[src/rtl/pea_pkg.sv]
package pea_pkg;
    parameter int WORD_W    = 12;
    parameter int OFS_W     = 7;
    parameter int OPC_W     = 3;
    parameter int MRI_LIMIT = 6;
    parameter int AUTO_LO   = 8;
    parameter int AUTO_CNT  = 8;

    typedef enum logic [2:0] {
        ST_IDLE,
        ST_READ,
        ST_FETCH,
        ST_WRITE,
        ST_DONE
    } pea_state_e;
endpackage

[src/rtl/pea_addr_form.sv]
module pea_addr_form #(
    parameter int WORD_W    = pea_pkg::WORD_W,
    parameter int OFS_W     = pea_pkg::OFS_W,
    parameter int OPC_W     = pea_pkg::OPC_W,
    parameter int MRI_LIMIT = pea_pkg::MRI_LIMIT,
    parameter int AUTO_LO   = pea_pkg::AUTO_LO,
    parameter int AUTO_CNT  = pea_pkg::AUTO_CNT
) (
    input  logic [WORD_W-1:0] instr,
    input  logic [WORD_W-1:0] pc,
    output logic              is_mri,
    output logic              indirect,
    output logic              in_window,
    output logic [WORD_W-1:0] addr
);
    localparam int PAGE_W  = WORD_W - OFS_W;
    localparam int AUTO_HI = AUTO_LO + AUTO_CNT - 1;
    localparam int IND_BIT = OFS_W + 1;
    localparam int PG_BIT  = OFS_W;

    logic [OPC_W-1:0]  opcode;
    logic [PAGE_W-1:0] page;
    logic              pc_low_unused;

    assign pc_low_unused = ^pc[OFS_W-1:0];
    assign opcode   = instr[WORD_W-1 -: OPC_W];
    assign is_mri   = opcode < OPC_W'(MRI_LIMIT);
    assign indirect = instr[IND_BIT];

    always_comb begin
        if (instr[PG_BIT]) begin
            page = pc[WORD_W-1:OFS_W];
        end else begin
            page = '0;
        end
        addr      = {page, instr[OFS_W-1:0]};
        in_window = (addr >= WORD_W'(AUTO_LO)) && (addr <= WORD_W'(AUTO_HI));
    end
endmodule

[src/rtl/pea_ptr_inc.sv]
module pea_ptr_inc #(
    parameter int WORD_W = pea_pkg::WORD_W
) (
    input  logic [WORD_W-1:0] ptr_in,
    output logic [WORD_W-1:0] ptr_out
);
    // modulo 2**WORD_W: the carry out is dropped
    assign ptr_out = ptr_in + WORD_W'(1);
endmodule

[src/rtl/pea_seq.sv]
module pea_seq #(
    parameter int WORD_W = pea_pkg::WORD_W
) (
    input  logic              clk,
    input  logic              rst_n,
    input  logic              start,
    input  logic              indirect,
    input  logic              in_window,
    input  logic [WORD_W-1:0] form_addr,
    input  logic [WORD_W-1:0] mem_rdata,
    input  logic [WORD_W-1:0] inc_val,
    output logic              req_ready,
    output logic              mem_re,
    output logic              mem_we,
    output logic [WORD_W-1:0] mem_addr,
    output logic [WORD_W-1:0] mem_wdata,
    output logic              done,
    output logic [WORD_W-1:0] ea
);
    import pea_pkg::*;

    typedef struct packed {
        pea_state_e        st;
        logic [WORD_W-1:0] addr;
        logic [WORD_W-1:0] ptr;
        logic              bump;
    } seq_t;

    seq_t cur_q, nxt_d;

    always_comb begin
        nxt_d = cur_q;
        unique case (cur_q.st)
            ST_IDLE: begin
                if (start) begin
                    nxt_d.addr = form_addr;
                    nxt_d.bump = indirect && in_window;
                    if (indirect) begin
                        nxt_d.st = ST_READ;
                    end else begin
                        nxt_d.ptr = form_addr;
                        nxt_d.st  = ST_DONE;
                    end
                end
            end
            ST_READ: begin
                nxt_d.st = ST_FETCH;
            end
            ST_FETCH: begin
                if (cur_q.bump) begin
                    nxt_d.ptr = inc_val;
                    nxt_d.st  = ST_WRITE;
                end else begin
                    nxt_d.ptr = mem_rdata;
                    nxt_d.st  = ST_DONE;
                end
            end
            ST_WRITE: begin
                nxt_d.st = ST_DONE;
            end
            ST_DONE: begin
                nxt_d.st = ST_IDLE;
            end
            default: begin
                nxt_d.st = ST_IDLE;
            end
        endcase
    end

    always_ff @(posedge clk or negedge rst_n) begin
        if (!rst_n) begin
            cur_q <= '{st: ST_IDLE, addr: '0, ptr: '0, bump: 1'b0};
        end else begin
            cur_q <= nxt_d;
        end
    end

    assign req_ready = (cur_q.st == ST_IDLE);
    assign mem_re    = (cur_q.st == ST_READ);
    assign mem_we    = (cur_q.st == ST_WRITE);
    assign mem_addr  = cur_q.addr;
    assign mem_wdata = cur_q.ptr;
    assign done      = (cur_q.st == ST_DONE);
    assign ea        = cur_q.ptr;


    rw_excl_chk: assert property (@(posedge clk) disable iff (!rst_n)
        !(mem_re && mem_we));


    read_gap_chk: assert property (@(posedge clk) disable iff (!rst_n)
        mem_re |=> !mem_re && !mem_we && !done);


    done_pulse_chk: assert property (@(posedge clk) disable iff (!rst_n)
        done |=> !done && req_ready);


    wb_then_done_chk: assert property (@(posedge clk) disable iff (!rst_n)
        mem_we |=> done && (ea == $past(mem_wdata)));
endmodule

[src/rtl/paged_ea_gen.sv]
module paged_ea_gen #(
    parameter int WORD_W    = pea_pkg::WORD_W,
    parameter int OFS_W     = pea_pkg::OFS_W,
    parameter int OPC_W     = pea_pkg::OPC_W,
    parameter int MRI_LIMIT = pea_pkg::MRI_LIMIT,
    parameter int AUTO_LO   = pea_pkg::AUTO_LO,
    parameter int AUTO_CNT  = pea_pkg::AUTO_CNT
) (
    input  logic              clk,
    input  logic              rst_n,
    input  logic              req_valid,
    input  logic [WORD_W-1:0] instr,
    input  logic [WORD_W-1:0] pc,
    output logic              req_ready,
    output logic              mem_re,
    output logic              mem_we,
    output logic [WORD_W-1:0] mem_addr,
    output logic [WORD_W-1:0] mem_wdata,
    input  logic [WORD_W-1:0] mem_rdata,
    output logic              done,
    output logic [WORD_W-1:0] ea
);
    localparam int PAGE_W  = WORD_W - OFS_W;
    localparam int IND_BIT = OFS_W + 1;
    localparam int PG_BIT  = OFS_W;

    logic              is_mri;
    logic              indirect;
    logic              in_window;
    logic [WORD_W-1:0] form_addr;
    logic [WORD_W-1:0] inc_val;
    logic              start;

    pea_addr_form #(
        .WORD_W(WORD_W), .OFS_W(OFS_W), .OPC_W(OPC_W),
        .MRI_LIMIT(MRI_LIMIT), .AUTO_LO(AUTO_LO), .AUTO_CNT(AUTO_CNT)
    ) u_form (
        .instr    (instr),
        .pc       (pc),
        .is_mri   (is_mri),
        .indirect (indirect),
        .in_window(in_window),
        .addr     (form_addr)
    );

    pea_ptr_inc #(.WORD_W(WORD_W)) u_inc (
        .ptr_in (mem_rdata),
        .ptr_out(inc_val)
    );

    assign start = req_valid && is_mri;

    pea_seq #(.WORD_W(WORD_W)) u_seq (
        .clk      (clk),
        .rst_n    (rst_n),
        .start    (start),
        .indirect (indirect),
        .in_window(in_window),
        .form_addr(form_addr),
        .mem_rdata(mem_rdata),
        .inc_val  (inc_val),
        .req_ready(req_ready),
        .mem_re   (mem_re),
        .mem_we   (mem_we),
        .mem_addr (mem_addr),
        .mem_wdata(mem_wdata),
        .done     (done),
        .ea       (ea)
    );


    nonmri_idle_chk: assert property (@(posedge clk) disable iff (!rst_n)
        (req_valid && req_ready && (instr[WORD_W-1 -: OPC_W] >= OPC_W'(MRI_LIMIT)))
        |=> req_ready && !mem_re && !done);


    direct_fast_chk: assert property (@(posedge clk) disable iff (!rst_n)
        (req_valid && req_ready && (instr[WORD_W-1 -: OPC_W] < OPC_W'(MRI_LIMIT))
         && !instr[IND_BIT])
        |=> done && !mem_re && !mem_we);


    pagezero_chk: assert property (@(posedge clk) disable iff (!rst_n)
        (req_valid && req_ready && (instr[WORD_W-1 -: OPC_W] < OPC_W'(MRI_LIMIT))
         && !instr[IND_BIT] && !instr[PG_BIT])
        |=> (ea[WORD_W-1 -: PAGE_W] == '0) && (ea[OFS_W-1:0] == $past(instr[OFS_W-1:0])));


    ind_read_chk: assert property (@(posedge clk) disable iff (!rst_n)
        (req_valid && req_ready && (instr[WORD_W-1 -: OPC_W] < OPC_W'(MRI_LIMIT))
         && instr[IND_BIT])
        |=> mem_re && (mem_addr[OFS_W-1:0] == $past(instr[OFS_W-1:0])));


    wb_addr_chk: assert property (@(posedge clk) disable iff (!rst_n)
        mem_we |-> (mem_addr == $past(mem_addr, 2)) && !$past(mem_we));
endmodule

[config.mk]
export PLATFORM = sky130hd
export DESIGN_NAME = paged_ea_gen
export DESIGN_NICKNAME = d
export VERILOG_FILES = /design/src/rtl/pea_pkg.sv /design/src/rtl/pea_addr_form.sv /design/src/rtl/pea_ptr_inc.sv /design/src/rtl/pea_seq.sv /design/src/rtl/paged_ea_gen.sv
export SDC_FILE = /design/constraint.sdc
export NUM_CORES = 1
export LEC_CHECK = 0
export ABC_AREA = 1
export BUFFER_PORTS_ARGS = -buffer_cell sky130_fd_sc_hd__buf_2
export CAP_MARGIN = 20
export CORE_MARGIN = 2
export CORE_UTILIZATION = 51
export DETAILED_ROUTE_END_ITERATION = 10
export GPL_TIMING_DRIVEN = 0
export PLACE_DENSITY = 0.9
export SLEW_MARGIN = 20
export SYNTH_ARGS = -nofsm -noshare
export SYNTH_HDL_FRONTEND = slang
export SYNTH_SLANG_ARGS = --single-unit
[constraint.sdc]
create_clock -name clk -period 2 [get_ports clk]
set_input_delay 0.4 -clock clk [delete_from_list [all_inputs] [get_ports clk]]
set_output_delay 0.4 -clock clk [all_outputs]
set_load 0.01 [all_outputs]
==> metrics.yaml <==
period_share_pct: 82.5
synthToLayoutAreaGrowth_pct: 24.8
tns_ps: 0
yosysSeqAreaShare_pct: 37.7
dr.first_iter.drc_count: 103
place_congestion: 0.898
r2r_start: "u_seq.cur_q[25]"
die_x_um: 64.4
cts_sinks: 28
grt_pass1_vias: 1612
synth_common_cells: "nand2_1 (73), buf_4 (38), nor2_1 (30), dfrtp_1 (28), nand3_1 (21)"
dieArea_um2: 4140
dp_slack_ps: 514
grt_overflow: 0
synth_fp_nets: 297
ir_drop_uv: 697
r2r_slack_ps: 610
gr-usage-met3_pct: 3.87
synthArstFlopShare_pct: 100
worstSkewPairLatency_ps: 340
synth_seq_cells: 28
use_met2_pct: 35.9
grt_first_pass_wirelength_um: 7200
io_buffers: 70
cts_tree: "built"
wl_per_cell_um: 11.7
ant_nets: 0
setup_violations: 0
grt_max_degree: 29
drv_slew: 0
cts_max_level: 1
rows: 21
nFillCells: 297
outcome: "completed"
tightest_slew_ps: 629
setup_ws_ps: 350
top_usage_layer: "met2"
rsz0062_at_grt: "false"
grtUsageMet1_pct: 29.6
critical_path_required_ps: 1600
cts_made_buffers: 3
r2r_end: "u_seq.ea[8]"
fin_util_pct: 67.9
io_pins: 79
clockBufferDepth: 2
insertedDiodeCount: 0
worstSetupStartpointType: "flop"
initial_utilization_pct: 54.4
drcViolationCount: 0
synth_top_area_cell: "dfrtp_1"
antenna_found_initial: 0
maxCapViolations: 0
vias: 1859
synth_warnings: 0
synth_cell_types: 24
path_max_fanout: 3
hpwl_um: 3470
skew_ps: 14.9
fmax_ghz: 0.606
hold_path_class: "input port to async pin"
postCtsResizedCells: 0
syn_inst: 257
fp.coreArea_um2: 3420
cellLeakagePower_nw: 1.33
setup.worst_path.class: "flop to primary output"
avgSynthCellArea_um2: 7.23
fin_area_um2: 2320
synth_top_area_share_pct: 37.7
yosysMostFrequentCell: "nand2_1"
clk_pin_slew_ps: 170
reg2reg_depth: 6
cp.arrival_ps: 1250
p_per_area_nw_per_um2: 1100
endpoint: "mem_we"
min_period_ps: 1650
finalHoldViolCount: 0
end_kind: "primary output"
multi_input_area_um2: 764
postCtsSetupRepairBufs: 0
post_dp_cell_area_um2: 2270
ys.flop_type: "dfrtp_1"
routed_wl_um: 4410
viasPerCell: 4.93
gr-usage-all-layers_pct: 22.0
root_buffer: "clkbuf_4"
netlist_area_um2: 1860
critPathLaunch: "u_seq.cur_q[27]"
synth-edff-count: 0
drive_gt1_share_pct: 39.6
regArea_um2: 701
ctsHoldBuffers: 0
netlist_top_cells_area: "dfrtp_1 (38%), buf_4 (15%), nand2_1 (15%), nor2_1 (6.1%), nand3_1 (5.7%)"
die_h_um: 64.4
slew_headroom_pct: 58.1
dr.pass1.iters: 5
nets: 372
==> report_power, final <==
part	switching, mW	leakage, nW	internal [mW]
Combinational	0.566	0.944	0.698
Clock	0.181	0.0279	0.203
Sequential	0.140	0.355	0.754
Total	0.887	1.33	1.66
==> metal layers <==
metal  vias up  share of wire, %  wire (µm)
met3        13               5.7        252
met4         0               2.2         95
li1        936                 -          -
met2        68                49       2160
met5         -                 0          0
met1       842                43       1900
==> worst min path at each step <==
stage | from | to | slack, ps | cells past startpoint
after floorplan | rst_n | u_seq.cur_q[0] | 100 | 0
after global placement | rst_n | u_seq.mem_addr[9] | 440 | 1
after detailed placement | rst_n | u_seq.mem_addr[9] | 460 | 1
after CTS | rst_n | u_seq.mem_addr[3] | 70 | 1
after global routing | rst_n | u_seq.mem_addr[3] | 80 | 1
final | rst_n | u_seq.mem_addr[3] | 50 | 1
==> metrics by stage <==
stage | hold slack, ps | power, mW | cells
floorplan | 104 | 1.75 | 257
global placement | 443 | 2.14 | 373
detailed placement | 455 | 2.18 | 373
CTS | 69.6 | 2.56 | 377
global route | 83.4 | 2.71 | 377
finish | 45.6 | 2.54 | 377
==> worst max-delay path, stage by stage (launching register included) <==
cell and delay [ps]:
dfrtp_1 440, inv_1 80, nand2_1 80, nor2_1 150, buf_2 160
==> registers in the layout (all words and copies together), names as in the netlist <==
name            flops
u_seq.cur_q         4
u_seq.ea           12
u_seq.mem_addr     12
==> area by class of cell <==
class                      instances  area share [%]
tap                               46            2.48
buffer                            42            13.7
multi-input combinational        167            33.0
sequential                        28            30.2
clock inverter                     1            1.30
clock buffer                       3           0.971
inverter                          20            3.24
timing repair buffer              70            15.1
==> logic make-up (layout without fill, tap and decap cells) <==
| kind of cell | after synthesis | in the layout | share of synthesized area, % |
|---|---|---|---|
| AOI/OAI and AO/OA | 27 | 27 | 8.01 |
| adders and majority gates | 1 | 1 | 0.673 |
| buffers and inverters | 62 | 136 | 21.1 |
| DFF | 28 | 28 | 37.7 |
| and+or+nand+nor | 139 | 139 | 32.5 |
==> cells in the final DEF, fill, tap and decap left out <==
cell type / instances
a21oi_1: 9
buf_6: 2
nor2_4: 3
nor3b_1: 1
dfrtp_1: 28
nand2_2: 5
nor2_2: 1
nand2_1: 73
o21bai_1: 1
nand4_1: 2
buf_2: 72
inv_1: 17
inv_2: 3
nor2_1: 30
nor3_1: 2
ha_1: 1
bufinv_16: 1
o21ai_0: 5
o21ai_1: 8
nand3_1: 21
o21ai_2: 2
clkbuf_4: 3
nand3_2: 1
o22ai_1: 1
buf_4: 38
o211ai_1: 1
Note: power is estimated with default switching activity, not from simulation.
